[config.mk]
export PLATFORM = sky130hd
export DESIGN_NAME = ipfwd_classifier
export DESIGN_NICKNAME = d
export VERILOG_FILES = /design/src/rtl/ipfwd_pkg.sv /design/src/rtl/ipfwd_hdr_track.sv /design/src/rtl/ipfwd_csum_adj.sv /design/src/rtl/ipfwd_classifier.sv
export SDC_FILE = /design/constraint.sdc
export NUM_CORES = 1
export LEC_CHECK = 0
export ABC_AREA = 1
export BUFFER_PORTS_ARGS = -buffer_cell sky130_fd_sc_hd__buf_2
export CORE_UTILIZATION = 41
export CTS_BUF_LIST = sky130_fd_sc_hd__clkbuf_4 sky130_fd_sc_hd__clkbuf_8
export DETAILED_ROUTE_END_ITERATION = 7
export PLACE_DENSITY_LB_ADDON = 0.12
export SLEW_MARGIN = 20
export SYNTH_ARGS = -nofsm -noshare
export SYNTH_HDL_FRONTEND = slang
export SYNTH_SLANG_ARGS = --single-unit
export TNS_END_PERCENT = 1
[constraint.sdc]
create_clock -name clk -period 2 [get_ports clk]
set_clock_uncertainty 0.2 [all_clocks]
set_input_delay 0.1 -clock clk [delete_from_list [all_inputs] [get_ports clk]]
set_output_delay 0.1 -clock clk [all_outputs]
set_load 0.02 [all_outputs]
[src/rtl/ipfwd_pkg.sv]
package ipfwd_pkg;

   // Frame layout positions (wire format, fixed by the protocol)
   localparam int ETH_HDR_LEN  = 14;
   localparam int ETYPE_HI_POS = 12;
   localparam int ETYPE_LO_POS = 13;
   localparam int IP_VER_OFF   = 0;
   localparam int IP_TOS_OFF   = 1;
   localparam int IP_TTL_OFF   = 8;
   localparam int IP_CSUM_OFF  = 10;
   localparam int IP_DST_OFF   = 16;
   localparam int IP_HDR_LEN   = 20;
   localparam logic [7:0] ETYPE_IPV4_HI = 8'h08;
   localparam logic [7:0] ETYPE_IPV4_LO = 8'h00;

   // DSCP to queue index; ef_code selects the top queue
   function automatic logic [2:0] dscp_to_queue(input logic [5:0] dscp,
                                                input logic [5:0] ef_code);
      logic [2:0] cls;
      logic [1:0] drop;
      cls  = dscp[5:3];
      drop = dscp[2:1];
      if (dscp == ef_code)
         return 3'd4;
      else if (!dscp[0] && cls >= 3'd1 && cls <= 3'd4 && drop != 2'd0)
         return cls - 3'd1;
      else
         return 3'd0;
   endfunction

endpackage

[src/rtl/ipfwd_hdr_track.sv]
module ipfwd_hdr_track
   import ipfwd_pkg::*;
#(
   parameter int IDX_W = 11
) (
   input  logic             clk,
   input  logic             rst,
   input  logic [7:0]       rx_data,
   input  logic             rx_valid,
   input  logic             rx_sof,
   output logic [IDX_W-1:0] cur_idx,
   output logic             etype_ok,
   output logic             ver_ok,
   output logic             ttl_zero,
   output logic             long_ok,
   output logic [31:0]      dst_addr
);

   localparam logic [IDX_W-1:0] IDX_MAX  = {IDX_W{1'b1}};
   localparam logic [IDX_W-1:0] P_ETH_HI = IDX_W'(ETYPE_HI_POS);
   localparam logic [IDX_W-1:0] P_ETH_LO = IDX_W'(ETYPE_LO_POS);
   localparam logic [IDX_W-1:0] P_VER    = IDX_W'(ETH_HDR_LEN + IP_VER_OFF);
   localparam logic [IDX_W-1:0] P_TTL    = IDX_W'(ETH_HDR_LEN + IP_TTL_OFF);
   localparam logic [IDX_W-1:0] P_DST0   = IDX_W'(ETH_HDR_LEN + IP_DST_OFF);
   localparam logic [IDX_W-1:0] P_DST3   = IDX_W'(ETH_HDR_LEN + IP_DST_OFF + 3);

   if (IDX_W < 6) begin : g_bad_idx
      $error("IDX_W too small to reach the destination field");
   end

   logic [IDX_W-1:0] idx_q;
   logic             hi_ok_q, lo_ok_q;

   assign cur_idx  = rx_sof ? '0 : idx_q;
   assign etype_ok = hi_ok_q && lo_ok_q;

   always_ff @(posedge clk) begin
      if (rst) begin
         idx_q    <= '0;
         hi_ok_q  <= 1'b0;
         lo_ok_q  <= 1'b0;
         ver_ok   <= 1'b0;
         ttl_zero <= 1'b0;
         long_ok  <= 1'b0;
         dst_addr <= '0;
      end else if (rx_valid) begin
         idx_q <= (cur_idx == IDX_MAX) ? IDX_MAX : cur_idx + 1'b1;
         if (cur_idx == '0) begin
            hi_ok_q <= 1'b0;
            lo_ok_q <= 1'b0;
            ver_ok  <= 1'b0;
            long_ok <= 1'b0;
         end
         if (cur_idx == P_ETH_HI) hi_ok_q  <= (rx_data == ETYPE_IPV4_HI);
         if (cur_idx == P_ETH_LO) lo_ok_q  <= (rx_data == ETYPE_IPV4_LO);
         if (cur_idx == P_VER)    ver_ok   <= (rx_data[7:4] == 4'd4);
         if (cur_idx == P_TTL)    ttl_zero <= (rx_data == 8'd0);
         if (cur_idx >= P_DST0 && cur_idx <= P_DST3)
            dst_addr <= {dst_addr[23:0], rx_data};
         if (cur_idx == P_DST3)   long_ok  <= 1'b1;
      end
   end

   // position counter holds at its ceiling instead of wrapping

   idx_sat_chk: assert property (@(posedge clk) disable iff (rst)
      (rx_valid && !rx_sof && idx_q == IDX_MAX) |=> (idx_q == IDX_MAX));

endmodule

[src/rtl/ipfwd_csum_adj.sv]
module ipfwd_csum_adj (
   input  logic [15:0] csum_in,
   output logic [15:0] csum_out
);
   // Header sum moves by -0x0100 when TTL (high byte) drops by one:
   // one's-complement add of 0xFEFF to the inverted checksum.
   logic [16:0] raw;
   logic [15:0] folded;

   assign raw      = {1'b0, ~csum_in} + 17'h0FEFF;
   assign folded   = raw[15:0] + {15'd0, raw[16]};
   assign csum_out = ~folded;
endmodule

[src/rtl/ipfwd_classifier.sv]
module ipfwd_classifier
   import ipfwd_pkg::*;
#(
   parameter int          IDX_W     = 11,
   parameter int          NUM_Q     = 5,
   parameter logic [5:0]  EF_CODE   = 6'b101110,
   parameter bit          CHECK_VER = 1'b1
) (
   input  logic              clk,
   input  logic              rst,
   input  logic [7:0]        rx_data,
   input  logic              rx_valid,
   input  logic              rx_sof,
   input  logic              rx_eof,
   input  logic [31:0]       router_ip,
   input  logic [31:0]       subnet_mask,
   input  logic [4:0]        queue_full,
   output logic [7:0]        q_data,
   output logic              q_valid,
   output logic [2:0]        q_sel,
   output logic              q_commit,
   output logic              q_discard
);

   localparam logic [IDX_W-1:0] P_FIRST = IDX_W'(ETH_HDR_LEN);
   localparam logic [IDX_W-1:0] P_TOS   = IDX_W'(ETH_HDR_LEN + IP_TOS_OFF);
   localparam logic [IDX_W-1:0] P_TTL   = IDX_W'(ETH_HDR_LEN + IP_TTL_OFF);
   localparam logic [IDX_W-1:0] P_CSLO  = IDX_W'(ETH_HDR_LEN + IP_CSUM_OFF + 1);

   if (NUM_Q != 5) begin : g_bad_q
      $error("queue map is built for five queues");
   end

   logic [IDX_W-1:0] cur_idx;
   logic             etype_ok, ver_ok, ttl_zero, long_ok, ver_pass;
   logic [31:0]      dst_addr;
   logic [15:0]      csum_new;
   logic [7:0]       hold_q, emit_byte, store_byte;
   logic             hold_vld_q, flush_q;
   logic             byte_in_ip, emit_now, fwd_ok;

   ipfwd_hdr_track #(.IDX_W(IDX_W)) trk_i (
      .clk(clk), .rst(rst), .rx_data(rx_data), .rx_valid(rx_valid),
      .rx_sof(rx_sof), .cur_idx(cur_idx), .etype_ok(etype_ok),
      .ver_ok(ver_ok), .ttl_zero(ttl_zero), .long_ok(long_ok),
      .dst_addr(dst_addr)
   );

   ipfwd_csum_adj csum_i (
      .csum_in({hold_q, rx_data}),
      .csum_out(csum_new)
   );

   if (CHECK_VER) begin : g_ver
      assign ver_pass = ver_ok;
   end else begin : g_nover
      assign ver_pass = 1'b1;
   end

   assign byte_in_ip = rx_valid && (cur_idx >= P_FIRST);
   assign emit_now   = rx_valid && (cur_idx >  P_FIRST);
   assign emit_byte  = (cur_idx == P_CSLO) ? csum_new[15:8] : hold_q;
   assign store_byte = (cur_idx == P_TTL)  ? rx_data - 8'd1 :
                       (cur_idx == P_CSLO) ? csum_new[7:0]  : rx_data;

   assign fwd_ok = etype_ok && ver_pass && long_ok && !ttl_zero &&
                   (dst_addr != 32'hFFFF_FFFF) &&
                   ((dst_addr & subnet_mask) != (router_ip & subnet_mask)) &&
                   !queue_full[q_sel];

   always_ff @(posedge clk) begin
      if (rst) begin
         q_data     <= '0;
         q_valid    <= 1'b0;
         q_sel      <= '0;
         q_commit   <= 1'b0;
         q_discard  <= 1'b0;
         hold_q     <= '0;
         hold_vld_q <= 1'b0;
         flush_q    <= 1'b0;
      end else begin
         q_valid   <= 1'b0;
         q_commit  <= 1'b0;
         q_discard <= 1'b0;
         flush_q   <= 1'b0;
         if (flush_q) begin
            q_data     <= hold_q;
            q_valid    <= hold_vld_q;
            hold_vld_q <= 1'b0;
            q_commit   <= fwd_ok;
            q_discard  <= !fwd_ok;
         end
         if (rx_valid && rx_sof) hold_vld_q <= 1'b0;
         if (emit_now) begin
            q_data  <= emit_byte;
            q_valid <= 1'b1;
         end
         if (byte_in_ip) begin
            hold_q     <= store_byte;
            hold_vld_q <= 1'b1;
         end
         if (rx_valid && cur_idx == P_TOS)
            q_sel <= dscp_to_queue(rx_data[7:2], EF_CODE);
         if (rx_valid && rx_eof) flush_q <= 1'b1;
      end
   end


   verdict_timing_chk: assert property (@(posedge clk) disable iff (rst)
      (rx_valid && rx_eof) |=> ##1 (q_commit || q_discard));


   commit_with_byte_chk: assert property (@(posedge clk) disable iff (rst)
      q_commit |-> q_valid);


   no_commit_full_chk: assert property (@(posedge clk) disable iff (rst)
      q_commit |-> !$past(queue_full[q_sel]));


   sel_range_chk: assert property (@(posedge clk) disable iff (rst)
      q_sel < 3'(NUM_Q));


   sel_steady_chk: assert property (@(posedge clk) disable iff (rst)
      (q_valid && $past(q_valid) && !(rx_valid && rx_sof)) |-> $stable(q_sel));

endmodule

==> Yosys cells after proc, flatten, opt, wreduce, memory -nomap -nowiden <==
Index checks and enable logic that the tools add are counted.
{ "word_totals": {"ff_bits": 72, "in_bits": 82, "out_inout_bits": 14, "elab_cells": 103} }
{ "classes": {"add_sub_neg": 5, "n_lt_le_gt_ge": 7, "n_eq_ne": 13, "n_mux": 22, "bitwise": 5, "reduce_logical": 36} }
{ "ops": {"columns": ["cell", "count"], "rows": [
  ["32-bit AND", 2],
  ["11-bit by 4-bit == test with 1-bit output, second input constant", 4],
  ["8-bit 2-to-1 mux", 5],
  ["32-bit inequality test", 1],
  ["32-bit inequality test, second input constant", 1],
  ["16-bit inverter", 2],
  ["11-bit by 5-bit == test with 1-bit output, second input constant", 2],
  ["11-bit 2-to-1 mux", 2],
  ["16-bit by 16-bit adder with 17-bit output, second input constant", 1],
  ["16-bit by 1-bit adder with 16-bit output", 1],
  ["1-bit logical AND", 16],
  ["1-bit 2-to-1 mux", 12],
  ["2-bit AND reduction", 6],
  ["2-bit nonzero test", 6],
  ["11-bit by 1-bit adder with 11-bit output, second input constant", 1],
  ["11-bit == test, second input constant", 1],
  ["11-bit by 6-bit == test with 1-bit output, second input constant", 1],
  ["11-bit by 4-bit >= comparator with 1-bit output, second input constant", 1],
  ["11-bit by 5-bit >= comparator with 1-bit output, second input constant", 1],
  ["11-bit by 4-bit > comparator with 1-bit output, second input constant", 1],
  ["11-bit by 6-bit less-or-equal comparator with 1-bit output, second input constant", 1],
  ["11-bit zero test", 1],
  ["8-bit by 4-bit == test with 1-bit output, second input constant", 1],
  ["8-bit zero test", 1],
  ["13 further kinds", 17]
]} }

==> Depth between registers and ports, before layout <==
Gate-level depths: netlist (run 1).
{ "logic_depth": {"ltp_word": 8, "depth_mapped": 19, "ltp_nobuf": 19} }

==> Hierarchy <==
Synthesis (run 1) repeated with hierarchy kept, for this count alone.
{ "unflattened": {"cells_unflattened": 1067, "area_unflattened_um2": 6180.9} }
{ "by_module_without_submodules": {"columns": ["mod", "instances", "cells_per_inst", "area_each_um2", "seq_area_each_um2"], "rows": [
  ["ipfwd_hdr_track", 1, 422, 2683.8, 960.9],
  ["ipfwd_classifier", 1, 475, 2568.7, 480.5],
  ["ipfwd_csum_adj", 1, 170, 928.4, 0.0]
]} }

==> Worst setup path after synthesis (run 1) <==
No wires, ideal clock.
{ "synth_timing": {"kind": "in2reg", "startpoint": "input rx_data[0]", "endpoint": "register q_data[6]", "setup_time_ns": 0.066, "t_arrival_ns": 1.859, "t_required_ns": 1.734, "path_slack_ns": -0.125, "cell_stages": 19, "n_path_buf": 0, "path_cell_list": "ha_1 > inv_1 > nor2_4 > nand2_1 > nand2_1 > nand2_1 > nor2_1 > nand3_1 > ha_1 > nand2_1 > nor2_2 > nand3_2 > nor2_4 > nand2_2 > nor2_2 > nand2_1 > nand2_1 > inv_1 > a21oi_2"} }
{ "synth_between": {"elab_chain_cells": 6} }
{ "synth_rtl": {"columns": ["element", "line", "text"], "rows": [
  ["from (decl)", "ipfwd_classifier.sv:11", "input logic [7:0] rx_data,"],
  ["16-bit inverter", "ipfwd_csum_adj.sv:10", "assign raw = {1'b0, ~csum_in} + 17'h0FEFF;"],
  ["16-bit by 16-bit adder with 17-bit output", "ipfwd_csum_adj.sv:10", null],
  ["16-bit by 1-bit adder with 16-bit output", "ipfwd_csum_adj.sv:11", "assign folded = raw[15:0] + {15'd0, raw[16]};"],
  ["16-bit inverter", "ipfwd_csum_adj.sv:12", "assign csum_out = ~folded;"],
  ["8-bit 2-to-1 mux", "ipfwd_classifier.sv:62", "assign emit_byte = (cur_idx == P_CSLO) ? csum_new[15:8] : hold_q;"],
  ["8-bit 2-to-1 mux", "ipfwd_classifier.sv:94", "if (emit_now) begin"],
  ["to (signal assigned)", "ipfwd_classifier.sv:87", "q_data <= hold_q;"],
  ["to (signal assigned)", "ipfwd_classifier.sv:95", "q_data <= emit_byte;"],
  ["to (decl)", "ipfwd_classifier.sv:18", "output logic [7:0] q_data,"]
]} }
Every way passes these cells.
A chain may end at the register's enable or synchronous reset.

==> Worst setup path in the final report (run 1) <==
{ "layout_timing": {"startpoint": "register hold_q[3]", "endpoint": "register q_data[5]"} }
{ "layout_between": {"elab_chain_cells": 6} }
{ "layout_rtl": {"columns": ["element", "line", "text"], "rows": [
  ["from (decl)", "ipfwd_classifier.sv:38", "logic [7:0] hold_q, emit_byte, store_byte;"],
  ["from (signal assigned)", "ipfwd_classifier.sv:99", "hold_q <= store_byte;"],
  ["16-bit inverter", "ipfwd_csum_adj.sv:10", null],
  ["16-bit by 16-bit adder with 17-bit output", "ipfwd_csum_adj.sv:10", null],
  ["16-bit by 1-bit adder with 16-bit output", "ipfwd_csum_adj.sv:11", null],
  ["16-bit inverter", "ipfwd_csum_adj.sv:12", null],
  ["8-bit 2-to-1 mux", "ipfwd_classifier.sv:62", null],
  ["8-bit 2-to-1 mux", "ipfwd_classifier.sv:94", null]
]} }
Every way passes these cells.

==> results of run 1 <==
layout by cell type (no fill, tap or decap), drive strengths merged:
cell type	instances
buf	199
nand3	56
o31ai	1
nor4	11
bufinv	1
nand4	13
o211ai	10
o221ai	4
a31oi	3
o21ai	95
nand2	126
a41oi	1
a21o	1
nor3b	1
nor2	69
clkinvlp	2
ha	12
a211oi	3
clkinv	4
a22oi	2
or3	2
o21bai	1
a21oi	101
xor2	13
o22ai	1
inv	99
clkbuf	10
dfxtp	72
nand3b	2
nor3	13
dlygate4sd3	4
sequential cells by signal, indices dropped and copies added, names as in the netlist:
register        cells
trk_i.ver_ok        1
hold_q              8
q_data              8
q_commit            1
trk_i.dst_addr     32
q_valid             1
q_sel               3
trk_i.hi_ok_q       1
trk_i.ttl_zero      1
hold_vld_q          1
q_discard           1
trk_i.idx_q        11
trk_i.lo_ok_q       1
flush_q             1
trk_i.long_ok       1
layout make-up:
cell class	count	share of cell area
multi-input combinational	541	0.467
sequential	72	0.215
timing repair buffer	203	0.202
inverter	100	0.0572
tap	147	0.0273
clock buffer	10	0.0204
clock inverter	6	0.0100
cell usage after synthesis (all sizes together):
library cell | instances | area [µm²]
clkinv | 2 | 7.51
o221ai | 4 | 35.0
nor2 | 69 | 382
o31ai | 1 | 7.51
o22ai | 1 | 6.26
nor3 | 13 | 90.1
nand2 | 126 | 546
o21ai | 95 | 494
dfxtp | 72 | 1440
nor3b | 1 | 18.8
o211ai | 10 | 80.1
or3 | 2 | 12.5
clkbuf | 7 | 26.3
a31oi | 3 | 18.8
nand3b | 2 | 15.0
o21bai | 1 | 7.51
xor2 | 13 | 114
nor4 | 11 | 83.8
ha | 12 | 150
nand4 | 13 | 81.3
nand3 | 56 | 308
inv | 98 | 375
a21oi | 101 | 551
a41oi | 1 | 8.76
a211oi | 3 | 22.5
a22oi | 2 | 15.0
a21o | 1 | 7.51
buf | 15 | 141
power by group through the flow:
stage / clock network [mW] / registers, mW / logic [mW]
2_1_floorplan: 0 / 1.65 / 0.552
3_5_place_dp: 0 / 1.65 / 0.958
5_1_grt: 1.31 / 1.63 / 1.12
4_1_cts: 1.27 / 1.62 / 0.998
3_3_place_gp: 0 / 1.65 / 0.945
6_report: 1.23 / 1.62 / 1.01
per-stage QoR:
step	setup TNS [ns]	hold WS, ns	instances	worst slack [ns]	instance area [µm²]
after floorplan	0	0.0227	735	0.00231	5060
after global placement	-2.03	0.127	1052	-0.199	6320
after detailed placement	-4.91	0.131	1052	-0.258	6320
after CTS	-1.38	0.00719	1078	-0.0615	6680
after global routing	-9.25	0.0280	1079	-0.279	6730
final	-2.20	0.0275	1079	-0.135	6730
worst max-delay path by stage:
stage,cells past startpoint,slack [ns],endpoint
6_report,15,-0.14,q_data[5]$_SDFFE_PP0P_
4_1_cts,16,-0.06,q_data[6]$_SDFFE_PP0P_
5_1_grt,16,-0.28,q_data[7]$_SDFFE_PP0P_
3_3_place_gp,20,-0.20,q_data[6]$_SDFFE_PP0P_
2_1_floorplan,19,0.002,q_data[6]$_SDFFE_PP0P_
3_5_place_dp,20,-0.26,q_data[6]$_SDFFE_PP0P_
kinds of logic (layout without fill, tap and decap cells):
group	Yosys count	in the layout
fa+ha+maj	12	12
xor+xnor	13	13
simple gates	293	293
buf+inv	122	319
flops	72	72
compound gates	223	223
routing by layer:
metal | up-vias | GRT usage | share of wire | wire length (µm)
met5 | - | 0 | 0 | 0
met1 | 2551 | 0.346 | 0.48 | 7570
met2 | 153 | 0.439 | 0.46 | 7380
li1 | 2883 | - | - | -
met3 | 18 | 0.0354 | 0.045 | 717
met4 | 0 | 0.0711 | 0.013 | 206
tightest hold or removal path: stages:
cell	delay (ns)
buf_2	0.09
buf_4	0.14
inv_1	0.09
a21oi_1	0.14
what timing repair did:
item	CTS	global route
pin swaps	11	13
setup endpoints to repair	50	64
gates resized for setup	20	26
setup buffers	5	1
cloned	1	0
hold buffers	4	0
endpoints found under the hold margin	16	0
==> results.md, run 1 <==
* # rows at 40
* Reg area at 1450 µm²
* Worst hold path cell count at 4
* Complex-gate fraction of the synthesized area at 0.248
* Antenna viol nets, final at 0
* CP cell instances: inv_2 -> nor3_4 -> nand2_1 -> nor2_1 -> nand3_1 -> buf_4 -> ha_2 -> nand2_1 -> nor2_1 -> nand3_1 -> nor2_2 -> nand3_1 -> nand3_1 -> nand3_1 -> a21oi_2
* Final Util at 0.561
* Worst Setup Start Kind: register
* Worst-margin pin slew at 0.497 ns
* Initial core utilization at 0.420
* TritonCTS buffer count at 9
* Worst hold path type: in -> reg
* Tot Pwr at 3.86 mW
* Root buf cell: clkbuf_8
* Worst EP required at 2.06 ns
* Multiplexer share of the synthesized area at 0
* Worst VDD drop at 0.330 mV
* Hold endpoint: trk_i.dst_addr[4]$_SDFFE_PP0P_
* DRC Markers at 0
* Sequential share of power at 0.420
* Clock-pin slew on the worst setup and hold paths at 0.09 ns
* Switching power at 1.28 mW
* Setup ws final at -0.135 ns
* Crit path launch: hold_q[3]$_SDFFE_PP0P_
* Antenna diodes at 0
* Syn_area_per_cell at 6.87 µm²
* GRT overflow at 0
* TritonCTS clock tree: done
* Top-Level Pins at 96
* Failing checks: negative setup slack
* Clk network pwr share at 0.318
* Max Cap Viol at 0
* Iteration-0 DRC Markers at 343
* Tcrit/Tclk final at 1.07
* Total clock sinks at 72
* Max frequency at 468 MHz
* Detailed placer's ending HPWL at 12,600 µm
* Crit-path most repeated cell: nand3_1
* Synthesis-to-layout area growth at 33.4%
* Simple-gate share of the synthesized area at 0.304
* Chip Height at 113 µm
* Number of vias per cell at 5.19
* Comb power frac at 0.263
* Filler cell count at 1,152
* Routability cong. at 0.933
* CP max-delay cell: dfxtp_2
* Syn Nets at 829
* CP arrival at 2.20 ns
* Chip width at 113 µm
* Via count at 5,605
* FF+latch count, synth at 72
* Internal cell power at 2.58 mW
* Multi-input gate area at 3150 µm²
* Post-Syn Area at 5050 µm²
* R2R Setup Slk at -0.14 ns
* Synth warn at 0
* Synth Area in Adders at 0.0298
* FF-to-FF Start: hold_q[3]$_SDFFE_PP0P_
* Vias in the first global route at 5,425
* WL final at 15,900 µm
* Yosys cell types at 47
* Largest delay contributor family on the critical path: simple AND/OR/NAND/NOR gates
* Net Sw Frac at 0.332
* Worst-path maximum fanout at 3
* Crit path kind: reg -> reg
* Avg WL per Cell at 14.7 µm
* RSZ-0062 raised after global routing: yes
* Antenna violations before repair at 0
* First-pass GRT wire length at 26,200 µm
* Worst hold path startpoint: rx_data[4]
* Largest net degree at the start of global routing at 37
* Status: finished, violations left
* Later-pin clock latency in the skew report at 0.37 ns
* XOR/XNOR Fraction of Synth Area at 0.0226
* CP Buf/Inv Count at 2
* Core footprint at 12,000 µm²
* Final net count at 1,021
* PD cells at 573 nW/µm²
* Minimum clock period at 2.14 ns
* Main combinational cell family by area after synthesis: simple AND/OR/NAND/NOR gates
* Final setup viols at 41
* Rel. slew slack at 0.666
* Leak at 3.01 nW
* Worst Setup End Kind: register
* Syn Inst Count at 735
* Port Buf Inserts at 95
* Layout cells sized above 1 at 0.349
* Max-slew violations at 0
* H-tree Lvls at 3
* Reg2Reg Depth at 15
* Clock buffer depth at 2
* First-pass detailed-route iteration total at 5
* Final Hold Viols at 0
* Reg-to-Reg End: q_data[5]$_SDFFE_PP0P_
* Sequential share of the synthesized area at 0.286
* GR Util All Layers at 0.259
* Max stage delay on crit path at 0.36 ns
* Area of the die at 12,800 µm²
(Power assumes the default switching activity.)
==> inputs of run 2 (changes only) <==
Settings changed: ABC_AREA 1 to unset.
==> run 2 against run 1 <==
Compared with the run above: the run still ends with negative setup slack left; die area decreased by 4.0%; flip-flop and latch count unchanged; final cell count decreased by 6.3%; power decreased by 11%; maximum frequency decreased by 12%; non-clock buffer count increased by 50; clock power about the same; sequential share of layout area decreased by 1.0 points; critical path type unchanged; critical endpoint is now q_data[7]$_SDFFE_PP0P_.
==> results.md, run 2 <==
* Syn Inst Count at 638
* Met3 WL at 1000 µm
* Antenna violations before repair at 0
* Worst hold path startpoint: rx_data[2]
* Port Buf Inserts at 95
* Chip width at 111 µm
* Top-Level Pins at 96
* Failing checks: negative setup slack
* R2R Setup Slk at -0.43 ns
* RSZ-0062 raised after global routing: yes
* Setup ws final at -0.433 ns
* Final setup viols at 55
* # rows at 39
* Main synth FF type: dfxtp_1
* Antenna viol nets, final at 0
* H-tree Lvls at 3
* Minimum clock period at 2.43 ns
* Final Util at 0.618
* Multi-input gate area at 3440 µm²
* Tcrit/Tclk final at 1.22
* Largest net degree at the start of global routing at 48
* Detailed placer's ending HPWL at 13,300 µm
* Iteration-0 DRC Markers at 447
* Sequential share of the synthesized area at 0.298
* FF+latch count, synth at 72
* Final instance area at 7080 µm²
* Syn Nets at 732
* Final Hold Viols at 0
* Status: finished, violations left
* Most common cell after layout, fill and taps aside: buf_4
* Max FFs per register at 32
* Worst Setup End Kind: register
* Top-area cell type share of the netlist area at 0.298
* Routability cong. at 0.948
* Synthesis-to-layout area growth at 46.4%
* Rel. slew slack at 0.631
* Final net count at 957
* Yosys cell types at 74
* Leak at 2.98 nW
* Worst VDD drop at 0.395 mV
* WL final at 17,500 µm
* First-pass detailed-route iteration total at 6
* Reg area at 1450 µm²
* Area of the die at 12,200 µm²
* Syn_area_per_cell at 7.58 µm²
* Ranking of synthesized cells by area: dfxtp_1, nand2_1, xor2_1
* Max frequency at 411 MHz
* First-pass GRT wire length at 28,500 µm
* GRT overflow at 0
* Worst hold path type: in -> reg
* Post-synth top cells: nand2_1, dfxtp_1, a21oi_1
* EDFF count, synth at 0
* Initial core utilization at 0.422
* Most flop-heavy register: trk_i.dst_addr
* Filler cell count at 1,026
* DP Worst Slack at -0.591 ns
* Hold endpoint: hold_q[2]$_SDFFE_PP0P_
* Worst-path maximum fanout at 2
* Crit path launch: trk_i.idx_q[6]$_SDFFE_PP0P_
* Crit path kind: reg -> reg
* GR Util All Layers at 0.290
* CP arrival at 2.49 ns
* Fin Setup TNS at -6.53 ns
* Synth async-reset ratio at 0
* Worst EP required at 2.06 ns
* Clock buffer depth at 2
* Max-slew violations at 0
* Core footprint at 11,500 µm²
* Chip Height at 111 µm
* TritonCTS clock tree: done
* TritonCTS buffer count at 9
* DR top layer: met4
* DRC Markers at 0
* Synth warn at 0
* Clock-pin slew on the worst setup and hold paths at 0.10 ns
* Most frequent cells in the layout: buf_4, nand2_1, buf_2
* Via count at 5,707
* PD cells at 487 nW/µm²
* Post-Syn Area at 4840 µm²
* Reg-to-Reg End: q_data[7]$_SDFFE_PP0P_
* M1 WL at 7810 µm
* Max Cap Viol at 0
* Worst-margin pin slew at 0.553 ns
* FF-to-FF Start: trk_i.idx_q[6]$_SDFFE_PP0P_
* Largest regs: trk_i.dst_addr (32), trk_i.idx_q (11)
* Total clock sinks at 72
* Root buf cell: clkbuf_8
* Reg2Reg Depth at 6
* Avg WL per Cell at 17.3 µm
* Met2 WL at 8170 µm
* Antenna diodes at 0
* Layout cells sized above 1 at 0.400
* Worst Setup Start Kind: register
* Area after DPL at 6550 µm²
* Worst hold path cell count at 5
* Post-synth top area cell: dfxtp_1
* Number of vias per cell at 5.64
* Most numerous cell in the Yosys netlist: nand2_1
* Vias in the first global route at 5,686
* WHS at 0.0112 ns
* Later-pin clock latency in the skew report at 0.38 ns
## run 2: cell type report
| class | instances | share of cell area |
|---|---|---|
| Clock inverter | 6 | 0.00954 |
| Sequential cell | 72 | 0.205 |
| Clock buffer | 10 | 0.0194 |
| Tap cell | 143 | 0.0253 |
| Multi-Input combinational cell | 509 | 0.486 |
| Timing Repair Buffer | 253 | 0.245 |
| Inverter | 18 | 0.00954 |
## run 2: cell families (layout without fill, tap and decap cells)
family / after synthesis / in the layout / share of synthesized area
compound gates: 175 / 175 / 0.243
xor+xnor: 44 / 44 / 0.0796
flops: 72 / 72 / 0.298
mux: 5 / 5 / 0.0132
simple gates: 273 / 273 / 0.285
fa+ha+maj: 12 / 12 / 0.0310
buf+inv: 57 / 287 / 0.0499
## run 2: worst max-delay path by stage
stage	endpoint	slack (ns)	cells after the start
final	q_data[7]$_SDFFE_PP0P_	-0.43	6
after global routing	q_data[7]$_SDFFE_PP0P_	-0.54	9
after CTS	hold_q[1]$_SDFFE_PP0P_	-0.43	7
after detailed placement	q_data[3]$_SDFFE_PP0P_	-0.59	14
after global placement	hold_q[4]$_SDFFE_PP0P_	-0.48	12
after floorplan	hold_q[6]$_SDFFE_PP0P_	-0.51	13
## run 2: critical path: stages (launching register included)
cell and delay (ns):
dfxtp_2 0.33, or4_4 0.54, nor3_4 0.22, nand2_2 0.10
or3_4 0.33, or4_1 0.46, and3_1 0.15
## run 2: report_power, final
| part | switching (mW) | internal (mW) | leakage (nW) |
|---|---|---|---|
| logic | 0.377 | 0.350 | 2.29 |
| clock network | 0.628 | 0.614 | 0.0989 |
| registers | 0.0218 | 1.46 | 0.587 |
## run 2: timing repair
| action | 4_1_cts | 5_1_grt |
|---|---|---|
| pin swaps | 15 | 6 |
| buffers inserted | 1 | 0 |
| resized for setup | 41 | 36 |
| hold buffers | 6 | 0 |
| setup endpoints to repair | 65 | 67 |
| hold endpoints to repair | 8 | 0 |
## run 2: per-layer routing
metal  vias to the layer above  GRT usage
li1                       2802          -
met1                      2649      0.378
met2                       216      0.473
met3                        40     0.0499
met4                         0      0.121
met5                         -          0
## run 2: per-stage QoR
stage / cells / total power [mW]
after detailed placement: 988 / 2.18
after CTS: 1011 / 3.44
after floorplan: 638 / 1.83
final: 1011 / 3.45
after global routing: 1011 / 3.60
after global placement: 988 / 2.17
==> inputs of run 3 (changes only) <==
Settings changed: MAX_ROUTING_LAYER set to met4.
==> run 3 against run 2 <==
Compared with the run above: the flow still finishes with violations (negative setup slack); first-iteration DRC count down 0.67%; sequential share of layout area hardly changed; die area is the same; power fell by 1.8%; clock power fell by 4%; via count rose by 0.96%; combinational power decreased by 1%; sequential power is essentially flat; non-clock buffer count down 1; flip-flop and latch count stayed put; critical path type unchanged; largest power group unchanged; highest routed layer unchanged.
==> results.md, run 3 (synthesized netlist as in run 2, its figures left out) <==
* Status: finished, violations left
* Failing checks: negative setup slack
* Vias in the first global route at 5,689
* Antenna diodes at 0
* Most common cell after layout, fill and taps aside: buf_4
* Number of vias per cell at 5.71
* Worst EP required at 2.05 ns
* GR Util All Layers at 0.301
* Avg WL per Cell at 17.5 µm
* First-pass GRT wire length at 28,500 µm
* Final Util at 0.616
* Worst-path maximum fanout at 3
* Tcrit/Tclk final at 1.22
* CP arrival at 2.49 ns
* Synthesis-to-layout area growth at 46.0%
* CP Buf/Inv Count at 2
* Largest delay contributor family on the critical path: simple AND/OR/NAND/NOR gates
* Post-Place Cells at 986
* Largest net degree at the start of global routing at 51
* Max stage delay on crit path at 0.46 ns
* Crit path kind: reg -> reg
* Chip Height at 111 µm
* Setup ws final at -0.436 ns
* Largest regs: trk_i.dst_addr (32), trk_i.idx_q (11)
* Detailed placer's ending HPWL at 13,400 µm
* Rel. slew slack at 0.621
* Final setup viols at 54
* Leak at 2.98 nW
* Max frequency at 411 MHz
* Initial core utilization at 0.422
* Clock-pin slew on the worst setup and hold paths at 0.09 ns
* # rows at 39
* WL final at 17,700 µm
* Antenna violations before repair at 0
* Via count at 5,762
* RSZ-0062 raised after global routing: yes
* Max-slew violations at 0
* Max Cap Viol at 0
* Worst-margin pin slew at 0.568 ns
* Iteration-0 DRC Markers at 444
* TritonCTS clock tree: done
* Tot Pwr at 3.39 mW
* Minimum clock period at 2.44 ns
* Worst Setup Start Kind: register
* H-tree Lvls at 3
* DRC Markers at 0
* Chip width at 111 µm
* Core footprint at 11,500 µm²
* Worst VDD drop at 0.371 mV
* Root buf cell: clkbuf_8
* Clock buffer depth at 2
* Layout cells sized above 1 at 0.396
* Routability cong. at 0.974
* Antenna viol nets, final at 0
* Worst Setup End Kind: register
* Final instance area at 7060 µm²
* TritonCTS buffer count at 9
* Final Non-Filler Cells at 1,009
* Later-pin clock latency in the skew report at 0.36 ns
* First-pass detailed-route iteration total at 5
* Final net count at 956
* Area of the die at 12,200 µm²
* R2R Setup Slk at -0.44 ns
* Most flop-heavy register: trk_i.dst_addr
* Most frequent cells in the layout: buf_4, nand2_1, buf_2
* GRT overflow at 0
* Final Hold Viols at 0
* CP max-delay cell: or4_1
* Area after DPL at 6540 µm²
* Worst hold path type: in -> reg
* Top-Level Pins at 96
* Total clock sinks at 72
* PD cells at 480 nW/µm²
* CP cell instances: nor2b_4 -> inv_4 -> ha_4 -> nand4b_1 -> buf_4 -> nor3_4 -> nand2_2 -> or3_1 -> or4_1 -> and3_1
* Port Buf Inserts at 95
* Max FFs per register at 32
==> run 3: tightest hold or removal path: cells and delay by family <==
kind	cells	cell delay, ns
compound gates	1	0.06
simple gates	1	0.07
buf+inv	2	0.23
xor+xnor	1	0.06
==> run 3: repair_timing <==
action,4_1_cts,5_1_grt
gates resized for setup,48,25
hold buffers,4,0
buffers inserted,2,2
endpoints found under the setup margin,65,69
pin swaps,16,12
endpoints found under the hold margin,8,0
==> run 3: per-stage QoR <==
stage / setup TNS [ns] / hold WS (ns) / setup slack, ns
2_1_floorplan: -10.69 / 0.0525 / -0.512
3_3_place_gp: -9.93 / 0.162 / -0.498
3_5_place_dp: -12.16 / 0.163 / -0.540
4_1_cts: -6.13 / 0.00145 / -0.414
5_1_grt: -12.87 / 0.0227 / -0.583
6_report: -7.34 / 0.0109 / -0.436
==> run 3: layout make-up <==
class                           count  area, µm²
Clock buffer                        9        124
Multi-Input combinational cell    509       3430
Sequential cell                    72       1450
Timing Repair Buffer              252       1740
Inverter                           18       70.1
Fill cell                        1069       4400
Tap cell                          143        179
Clock inverter                      6       70.1
==> run 3: path summary, 6_finish.rpt <==
path,from,to,cells after the start
worst min-delay path,rx_data[2],hold_q[2]$_SDFFE_PP0P_,5
worst max-delay path,trk_i.idx_q[1]$_SDFFE_PP0P_,q_data[7]$_SDFFE_PP0P_,10
worst max register to register,trk_i.idx_q[1]$_SDFFE_PP0P_,q_data[7]$_SDFFE_PP0P_,10
worst min register to register,trk_i.long_ok$_SDFFE_PP0P_,trk_i.long_ok$_SDFFE_PP0P_,2
==> run 3: routing by layer <==
metal	GRT usage	vias to the layer above	routed length, µm
met4	0.0951	0	371
met3	0.0395	21	980
met2	0.502	216	8530
li1	-	2798	-
met1	0.377	2727	7790
met5	-	-	0
==> run 3: power breakdown <==
group | switching, mW | internal, mW
sequential | 0.0208 | 1.46
combinational | 0.377 | 0.340
clock | 0.617 | 0.576
total | 1.01 | 2.37
